**src/rtl/acq_ctl_pkg.sv**
```systemverilog
package acq_ctl_pkg;

    localparam int REG_W   = 8;
    localparam int NUM_SRC = 3;

    // Field order matches the register bit layout, bit 7 first.
    typedef struct packed {
        logic c1_ext;    // counter 1 from external pin
        logic c1_slow;   // counter 1 internal slow rate
        logic c0_slow;   // counter 0 slow rate
        logic trig_ext;  // conversion trigger from external pin
        logic dma_on;    // DMA enable
        logic tmr_ie;    // timer interrupt enable
        logic dio_ie;    // digital I/O interrupt enable
        logic ain_ie;    // analog interrupt enable
    } ctl_t;

    typedef enum logic {
        ADDR_CTL  = 1'b0,
        ADDR_STAT = 1'b1
    } addr_e;

    // Enable vector in pending-bit order: analog, digital I/O, timer.
    function automatic logic [NUM_SRC-1:0] irq_enables(input ctl_t c);
        return {c.tmr_ie, c.dio_ie, c.ain_ie};
    endfunction

endpackage

```
**src/rtl/acq_sync_edge.sv**
```systemverilog
module acq_sync_edge #(
    parameter int STAGES = 2
) (
    input  logic clk,
    input  logic rst,
    input  logic pin,
    output logic pulse
);
    logic [STAGES-1:0] chain;
    logic              last;

    always_ff @(posedge clk) begin
        if (rst) begin
            chain <= '0;
            last  <= 1'b0;
        end else begin
            chain[0] <= pin;
            for (int i = 1; i < STAGES; i++) begin
                chain[i] <= chain[i-1];
            end
            last <= chain[STAGES-1];
        end
    end

    assign pulse = chain[STAGES-1] & ~last;
endmodule

```
**src/rtl/acq_ctl_reg.sv**
```systemverilog
module acq_ctl_reg
    import acq_ctl_pkg::*;
(
    input  logic             clk,
    input  logic             rst,
    input  logic             reg_wr,
    input  logic             reg_addr,
    input  logic [REG_W-1:0] reg_wdata,
    output ctl_t             ctl
);
    always_ff @(posedge clk) begin
        if (rst) begin
            ctl <= '0;
        end else if (reg_wr && addr_e'(reg_addr) == ADDR_CTL) begin
            ctl <= ctl_t'(reg_wdata);
        end
    end
endmodule

```
**src/rtl/acq_irq_bank.sv**
```systemverilog
module acq_irq_bank #(
    parameter int N = 3
) (
    input  logic         clk,
    input  logic         rst,
    input  logic [N-1:0] req,
    input  logic [N-1:0] en,
    input  logic [N-1:0] clr,
    output logic [N-1:0] status,
    output logic [N-1:0] rise
);
    for (genvar g = 0; g < N; g++) begin : g_src
        logic prev;

        assign rise[g] = req[g] & ~prev;

        always_ff @(posedge clk) begin
            if (rst) begin
                prev      <= 1'b0;
                status[g] <= 1'b0;
            end else begin
                prev <= req[g];
                // A fresh enabled request overrides a clear in the same cycle.
                if (rise[g] && en[g]) begin
                    status[g] <= 1'b1;
                end else if (clr[g]) begin
                    status[g] <= 1'b0;
                end
            end
        end
    end
endmodule

```
**src/rtl/acq_irq_ctrl.sv**
```systemverilog
module acq_irq_ctrl
    import acq_ctl_pkg::*;
#(
    parameter int SYNC_STAGES = 2
) (
    input  logic             clk,
    input  logic             rst,
    input  logic             reg_wr,
    input  logic             reg_addr,
    input  logic [REG_W-1:0] reg_wdata,
    output logic [REG_W-1:0] reg_rdata,
    input  logic             ce_10m,
    input  logic             ce_1m,
    input  logic             ce_100k,
    input  logic             ext_clk1,
    input  logic             ext_trig,
    input  logic             ctr0_out,
    input  logic             req_ain,
    input  logic             req_dio,
    input  logic             req_tmr,
    input  logic             sw_convert,
    output logic             ctr0_ce,
    output logic             ctr1_ce,
    output logic             adc_start,
    output logic             irq,
    output logic             dma_en
);
    localparam int PAD_W = REG_W - NUM_SRC;

    ctl_t               ctl;
    logic [NUM_SRC-1:0] status;
    logic [NUM_SRC-1:0] req_rise;
    logic [NUM_SRC-1:0] clr_mask;
    logic               ext1_pulse;
    logic               trig_pulse;
    logic               ctr0_prev;
    logic               ctr0_rise;

    acq_ctl_reg u_reg (
        .clk       (clk),
        .rst       (rst),
        .reg_wr    (reg_wr),
        .reg_addr  (reg_addr),
        .reg_wdata (reg_wdata),
        .ctl       (ctl)
    );

    acq_sync_edge #(.STAGES(SYNC_STAGES)) u_ext1 (
        .clk   (clk),
        .rst   (rst),
        .pin   (ext_clk1),
        .pulse (ext1_pulse)
    );

    acq_sync_edge #(.STAGES(SYNC_STAGES)) u_trig (
        .clk   (clk),
        .rst   (rst),
        .pin   (ext_trig),
        .pulse (trig_pulse)
    );

    assign clr_mask = (reg_wr && addr_e'(reg_addr) == ADDR_STAT)
                    ? reg_wdata[NUM_SRC-1:0] : '0;

    acq_irq_bank #(.N(NUM_SRC)) u_bank (
        .clk    (clk),
        .rst    (rst),
        .req    ({req_tmr, req_dio, req_ain}),
        .en     (irq_enables(ctl)),
        .clr    (clr_mask),
        .status (status),
        .rise   (req_rise)
    );

    always_ff @(posedge clk) begin
        if (rst) ctr0_prev <= 1'b0;
        else     ctr0_prev <= ctr0_out;
    end
    assign ctr0_rise = ctr0_out & ~ctr0_prev;

    // Rate selection for the two counters.
    always_comb begin
        ctr0_ce = ctl.c0_slow ? ce_1m : ce_10m;
        if (ctl.c1_ext)       ctr1_ce = ext1_pulse;
        else if (ctl.c1_slow) ctr1_ce = ce_100k;
        else                  ctr1_ce = ce_10m;
    end

    // Conversion start: software strobe only while analog interrupts are off.
    always_comb begin
        if (!ctl.ain_ie)       adc_start = sw_convert;
        else if (ctl.trig_ext) adc_start = trig_pulse;
        else                   adc_start = ctr0_rise;
    end

    assign reg_rdata = (addr_e'(reg_addr) == ADDR_STAT)
                     ? {{PAD_W{1'b0}}, status} : REG_W'(ctl);
    assign irq    = |status;
    assign dma_en = ctl.dma_on;
endmodule

```
**config.mk**
```make
export PLATFORM = sky130hd
export DESIGN_NAME = acq_irq_ctrl
export DESIGN_NICKNAME = d
export VERILOG_FILES = /design/src/rtl/acq_ctl_pkg.sv /design/src/rtl/acq_sync_edge.sv /design/src/rtl/acq_ctl_reg.sv /design/src/rtl/acq_irq_bank.sv /design/src/rtl/acq_irq_ctrl.sv
export SDC_FILE = /design/constraint.sdc
export NUM_CORES = 1
export LEC_CHECK = 0
export ABC_AREA = 1
export BUFFER_PORTS_ARGS = -buffer_cell sky130_fd_sc_hd__buf_2
export CAP_MARGIN = 20
export CORE_MARGIN = 4
export CORE_UTILIZATION = 43
export CTS_BUF_LIST = sky130_fd_sc_hd__clkbuf_8 sky130_fd_sc_hd__clkbuf_16
export DETAILED_ROUTE_END_ITERATION = 8
export GPL_ROUTABILITY_DRIVEN = 1
export PLACE_DENSITY_LB_ADDON = 0.15
export SYNTH_ARGS = -nofsm -noshare
export SYNTH_HDL_FRONTEND = slang
export SYNTH_HIERARCHICAL = 1
export SYNTH_SLANG_ARGS = --single-unit
```
**constraint.sdc**
```tcl
create_clock -name clk -period 0.8 [get_ports clk]
set_input_delay 0.04 -clock clk [delete_from_list [all_inputs] [get_ports clk]]
set_output_delay 0.04 -clock clk [all_outputs]
set_load 0.03 [all_outputs]
```
# Word level (Yosys, flattened, before mapping)
# Cells that the tools add are included.
dict set report totals {
  reg_bits 21
  latchBits 0
  ramBits 0
  mem_bits_ro 0
  in_bits 22
  output_inout_bits 13
  elab_cells 54
  mem_count 0
}
dict set report classes {
  n_addsub 0
  mul 0
  div 0
  order_cmp 0
  n_eq_ne 0
  n_shift 0
  n_mux 13
  bitwise 13
  n_reduce_logical 9
}
# operator n
set op_table {}
lappend op_table {{$mux W1} 11}
lappend op_table {{$mux W8} 1}
lappend op_table {{$not A1 Y1} 7}
lappend op_table {{$and A1 B1 Y1} 6}
lappend op_table {{$reduce_bool A2 Y1} 3}
lappend op_table {{$logic_and A1 B1 Y1} 5}
lappend op_table {{$mux W3} 1}
lappend op_table {{$reduce_or A3 Y1} 1}

# Longest topological paths before layout
# Gate-level depths: netlist (run 1).
dict set report logic_depth {
  ltp_word 4
  depth_mapped 6
  ltp_nobuf 6
}

# Cells and area by module
# Netlist (run 1), hierarchy kept.
# module n_inst cells_each area_each_um2 seq_area_each_um2
set by_module_without_submodules {}
lappend by_module_without_submodules {acq_ctl_reg 1 53 354.1 160.2}
lappend by_module_without_submodules {acq_irq_ctrl 1 49 227.7 20.0}
lappend by_module_without_submodules {acq_irq_bank 1 30 217.7 120.1}
lappend by_module_without_submodules {acq_sync_edge 2 10 86.3 60.1}

# Least setup slack after synthesis (run 1)
# No wires, ideal clock.
dict set report synth_path {
  kind {reg2out}
  start {reg u_reg/ctl[5] (netlist name)}
  end {out ctr0_ce}
  arrival_ps 1009
  required_time_ps 760
  slack_ps -249
  stages_incl_launch_ff 2
  n_path_buf 0
  cell_sequence {dfxtp_1 o21ai_0}
}
dict set report synth_between {
  elab_chain_len 1
}
# element line
set synth_rtl {}
lappend synth_rtl {{$mux W1} acq_irq_ctrl.sv:83} ;# ctr0_ce = ctl.c0_slow ? ce_1m : ce_10m;
lappend synth_rtl {{end: declaration} acq_irq_ctrl.sv:22} ;# output logic ctr0_ce,
# No other way between the ends.

# Worst setup path after layout (run 1)
dict set report layout_path {
  start {reg u_trig.chain[1]}
  end {out adc_start}
}
dict set report layout_between {
  elab_chain_len 3
}
# element line
set layout_rtl {}
lappend layout_rtl {{start: declaration} acq_sync_edge.sv:9} ;# logic [STAGES-1:0] chain;
lappend layout_rtl {{start signal: indexed assignment} acq_sync_edge.sv:19} ;# chain[i] <= chain[i-1];
lappend layout_rtl {{$and A1 B1 Y1} acq_sync_edge.sv:25} ;# assign pulse = chain[STAGES-1] & ~last;
lappend layout_rtl {{via trig_pulse} acq_irq_ctrl.sv:35} ;# logic trig_pulse;
lappend layout_rtl {{$mux W1} acq_irq_ctrl.sv:92} ;# else if (ctl.trig_ext) adc_start = trig_pulse;
lappend layout_rtl {{$mux W1} acq_irq_ctrl.sv:91} ;# if (!ctl.ain_ie) adc_start = sw_convert;
lappend layout_rtl {{end: declaration} acq_irq_ctrl.sv:24} ;# output logic adc_start,
# The timed path passes the listed nets, and every way through them passes these cells.

==> results.sh, run 1 <==
export IMPL_critPathKind="register to output pin"
export IMPL_avgRoutedWirePerCell_um=9.66
export IMPL_die_h_um=55.3
export IMPL_rows=16
export IMPL_power_density_nw_per_um2=1610
export IMPL_clock_sinks=21
export IMPL_vias_per_cell=4.32
export IMPL_max_freq_ghz=0.888
export IMPL_slew_viol_final=0
export IMPL_start_util_pct=47.1
export IMPL_grt_pass1_vias=923
export IMPL_mostFrequentLayoutCells="inv_1, nor2_1, nand2_1, buf_2"
export IMPL_grt_max_degree=14
export IMPL_grtUsageTotal_pct=14.9
export IMPL_io_pins=35
export IMPL_rsz0062_at_grt="yes"
export IMPL_setup_ws_ns=-0.326
export IMPL_cp_max_fo=2
export IMPL_dieArea_um2=3050
export IMPL_routabilityCongestion=0.783
export IMPL_finalSetupViolCount=13
export IMPL_worstMarginPinSlew_ns=0.251
export IMPL_antennaDiodeCount=0
export IMPL_stdcell_area_um2=1450
export IMPL_vdd_ir_drop_worst_mv=1.36
export IMPL_drtAntennaViolNets=0
export IMPL_avgSynthCellArea_um2=6.45
export IMPL_worst_hold_slack_ns=0.00466
export IMPL_syn2layout_area_growth_pct=50.8
export IMPL_status="complete, but fails checks"
export IMPL_clockBufferDepth=2
export IMPL_grt_antenna_before_repair=0
export IMPL_synth_warnings=6
export IMPL_drcViolationCount=0
export IMPL_slowest_delay_ns=0.32
export IMPL_dr_pass1_iters=4
export IMPL_syn_instance_count=149
export IMPL_cts_root_buf="clkbuf_8"
export IMPL_fin_tns_setup_ns=-1.75
export IMPL_ctsHtreeMaxLevel=1
export IMPL_slew_headroom_pct=83.3
export IMPL_syn_nets=171
export IMPL_p_leak_nw=0.761
export IMPL_hpwl_mm=1.58
export IMPL_endpoint_kind="output pin"
export IMPL_cts_buffers_inserted=3
export IMPL_cp_cell_sequence="inv_2 > nor2_2 > inv_1 > a21oi_2 > nand2_1 > nand2_2 > buf_6"
export IMPL_timing_final_crit_share_pct=141
export IMPL_cts_tree="built"
export IMPL_die_w_um=55.3
export IMPL_core_area_um2=2040
export IMPL_drt_iter0_drc=17
export IMPL_netlist_area_um2=961
export IMPL_required_ns=0.76
export IMPL_maxCapViolations=0
export IMPL_period_needed_ns=1.13
export IMPL_cp_slowest_cell="dfxtp_2"
export IMPL_final_common_cell="inv_1"
export IMPL_start_kind="register"
export IMPL_violations="negative setup slack"
export IMPL_final_setup_skew_ns=0.000513
export IMPL_finalHoldViolations=0
export IMPL_port_buffers=34
export IMPL_nNetsFinal=222
export IMPL_clk_pin_slew_ns=0.07
export IMPL_crit_arrival_ns=1.09
export IMPL_grt_overflow=0
export IMPL_vias=977
export IMPL_drive_gt1_share_pct=44.7
export IMPL_holdCritPathClass="input pin to register"
export IMPL_grt_pass1_wl_mm=3.80
export IMPL_clk_latency_ns=0.25
export IMPL_totalWireLength_mm=2.18
export IMPL_place_area_um2=1220
[layer usage]
layer  routed length [um]  track usage (%)
met4                   21             4.17
met1                  926             17.3
met5                    0                0
met3                  139             3.26
met2                 1100             27.2
[where the power goes]
| part | switching [W] | internal [W] |
|---|---|---|
| combinational | 0.000303 | 0.000247 |
| clock | 0.000304 | 0.000340 |
| sequential | 0.0000361 | 0.00111 |
| total | 0.000643 | 0.00170 |
[path summary, 6_finish.rpt]
check	startpoint	end	slack, ns	cells past startpoint
worst min register to register	u_ext1/chain[0]	u_ext1/chain[1]	0.40	2
worst min-delay path	req_tmr	u_bank/g_src[2].prev	0.005	3
worst max-delay path	u_trig/chain[1]	adc_start	-0.33	7
worst max register to register	u_reg/ctl[1]	u_bank/status[1]	-0.01	4
[layout make-up]
cell class,count,area (um2)
Sequential cell,21,437
Clock buffer,3,41.3
Multi-Input combinational cell,84,409
Timing Repair Buffer,48,367
Tap cell,27,33.8
Fill cell,186,593
Inverter,42,158
Clock inverter,1,3.75
[stage by stage]
step	worst slack [ns]	std cells	power, W	util (%)
6_report	-0.326	226	0.00234	71.0
5_1_grt	-0.434	226	0.00247	71.0
4_1_cts	-0.380	225	0.00234	69.1
3_5_place_dp	-0.144	215	0.00159	59.7
3_3_place_gp	-0.0867	215	0.00158	59.7
2_1_floorplan	-0.0187	149	0.00144	-
[what timing repair did]
action,CTS,global route
setup buffers,2,1
setup endpoints to repair,13,13
hold buffers,4,0
gates resized for setup,40,15
pin swaps,4,8
endpoints found under the hold margin,4,0
[sequential cells by signal, indices dropped and copies added, names as in the netlist]
name               flops
ctr0_prev              1
u_bank/g_src.prev      3
u_bank/status          3
u_ext1/chain           2
u_ext1/last            1
u_reg/ctl              8
u_trig/chain           2
u_trig/last            1
[worst max-delay path, delay by kind of cell (launching register included)]
kind / cells / cell delay (ns)
flops: 1 / 0.32
buf+inv: 3 / 0.21
simple gates: 3 / 0.20
compound gates: 1 / 0.10
Note: power is estimated with default switching activity, not from simulation.
==> inputs of run 2 (changes only) <==
REMOVE_ABC_BUFFERS = 1   (was not set)
==> results.sh, run 2 (same netlist as run 1, synthesis figures left out) <==
export IMPL_worst_hold_slack_ns=0.0925
export IMPL_cts_buffers_inserted=3
export IMPL_hold_start="reg_wdata[3]"
export IMPL_drt_iter0_drc=10
export IMPL_die_w_um=55.3
export IMPL_cts_tree="built"
export IMPL_final_setup_skew_ns=0.00555
export IMPL_largest_register_ffs=8
export IMPL_routabilityCongestion=0.821
export IMPL_grt_overflow=0
export IMPL_critPathKind="register to output pin"
export IMPL_grt_max_degree=14
export IMPL_port_buffers=34
export IMPL_seqCellArea_um2=435
export IMPL_regMostFlops="u_reg/ctl"
export IMPL_holdPathEnd="u_reg/ctl[3]"
export IMPL_rsz0062_at_grt="yes"
export IMPL_slew_viol_final=0
export IMPL_nNetsFinal=224
export IMPL_setup_ws_ns=-0.336
export IMPL_clk_pin_slew_ns=0.08
export IMPL_reg2reg_slack_ns=0.07
export IMPL_dieArea_um2=3050
export IMPL_antennaDiodeCount=0
export IMPL_status="complete, but fails checks"
export IMPL_hold_path_depth=5
export IMPL_fin_tns_setup_ns=-1.99
export IMPL_slew_headroom_pct=83.9
export IMPL_violations="negative setup slack"
export IMPL_grt_pass1_wl_mm=3.84
export IMPL_vdd_ir_drop_worst_mv=1.41
export IMPL_cp_common_cell="nand2_1"
export IMPL_hpwl_mm=1.57
export IMPL_totalWireLength_mm=2.30
export IMPL_holdCritPathClass="input pin to register"
export IMPL_multi_input_area_um2=394
export IMPL_avgRoutedWirePerCell_um=10.1
export IMPL_fin_cells=228
export IMPL_syn2layout_area_growth_pct=50.1
export IMPL_timing_final_crit_share_pct=142
export IMPL_place_inst=215
export IMPL_crit_arrival_ns=1.10
export IMPL_worstMarginPinSlew_ns=0.241
export IMPL_core_area_um2=2040
export IMPL_dr_pass1_iters=5
export IMPL_vias_per_cell=4.40
export IMPL_cp_cell_sequence="inv_2 > nor2_2 > inv_1 > a21oi_2 > nand2_1 > nand2_1 > buf_6"
export IMPL_io_pins=35
export IMPL_cts_root_buf="clkbuf_8"
export IMPL_clockBufferDepth=2
export IMPL_grt_antenna_before_repair=0
export IMPL_start_util_pct=47.1
export IMPL_clk_latency_ns=0.26
export IMPL_vias=1003
export IMPL_endpoint_kind="output pin"
export IMPL_r2r_start="u_reg/ctl[2]"
export IMPL_slowest_delay_ns=0.33
export IMPL_r2r_end="u_bank/status[2]"
export IMPL_drive_gt1_share_pct=41.8
export IMPL_finalHoldViolations=0
export IMPL_cp_slowest_cell="dfxtp_2"
export IMPL_start_kind="register"
export IMPL_mostFrequentLayoutCells="nor2_1, inv_1, nand2_1, buf_2, buf_4"
export IMPL_drtAntennaViolNets=0
export IMPL_finalSetupViolCount=12
export IMPL_grtUsageTotal_pct=15.2
export IMPL_required_ns=0.76
export IMPL_die_h_um=55.3
export IMPL_drcViolationCount=0
export IMPL_nFillCells=190
export IMPL_p_leak_nw=0.766
export IMPL_grt_pass1_vias=992
export IMPL_cp_max_fo=2
export IMPL_ctsHtreeMaxLevel=1
export IMPL_period_needed_ns=1.14
export IMPL_power_density_nw_per_um2=1660
export IMPL_maxCapViolations=0
export IMPL_clock_sinks=21
export IMPL_max_freq_ghz=0.881
export IMPL_final_common_cell="nor2_1"
export IMPL_reg_top3="u_reg/ctl: 8 flops, u_bank/g_src.prev: 3 flops, u_bank/status: 3 flops"
export IMPL_utilization_pct=70.6
export IMPL_worstRegToRegCells=3
export IMPL_rows=16
## run 2: final cells by class
cell class	count	share of cell area (%)
timing repair buffer	50	26.0
sequential	21	30.2
clock buffer	3	2.86
tap	27	2.34
multi-input combinational	84	27.3
clock inverter	1	0.347
inverter	42	10.9
## run 2: repair_timing
action	4_1_cts	5_1_grt
endpoints found under the hold margin	6	0
setup endpoints to repair	13	14
pin swaps	3	9
gates resized for setup	31	24
setup buffers	2	2
cloned	0	0
hold buffers	6	0
## run 2: metrics by stage
stage	cell area (um2)	total power, W	setup slack (ns)
floorplan	938	0.00140	-0.249
global placement	1190	0.00157	-0.0798
detailed placement	1190	0.00158	-0.0782
CTS	1380	0.00237	-0.343
global route	1440	0.00252	-0.407
finish	1440	0.00239	-0.336
## run 2: worst max path at each step
stage,to,cells past startpoint,start,slack (ns)
floorplan,ctr0_ce,1,u_reg/ctl[5],-0.25
global placement,adc_start,7,u_trig/chain[1],-0.08
detailed placement,adc_start,7,u_trig/chain[1],-0.08
CTS,adc_start,7,u_trig/chain[1],-0.34
global route,adc_start,7,u_trig/chain[1],-0.41
finish,adc_start,7,u_trig/chain[1],-0.34
## run 2: metal layers
layer  vias up  wire [um]  track usage (%)
met5         -          0                0
met4         0          7             6.60
met3         2        105             3.03
met2        21       1240             27.4
met1       446        947             17.0
li1        534          -                -
## run 2: where the power goes
part / switching (W) / total (W) / internal [W]
combinational: 0.000296 / 0.000540 / 0.000244
clock: 0.000360 / 0.000707 / 0.000347
sequential: 0.0000350 / 0.00114 / 0.00111
## run 2: critical path: cells and delay by family (launching register included)
family,cells,cell delay [ns]
buffers and inverters,3,0.21
AOI/OAI and AO/OA,1,0.10
and+or+nand+nor,3,0.20
DFF,1,0.33
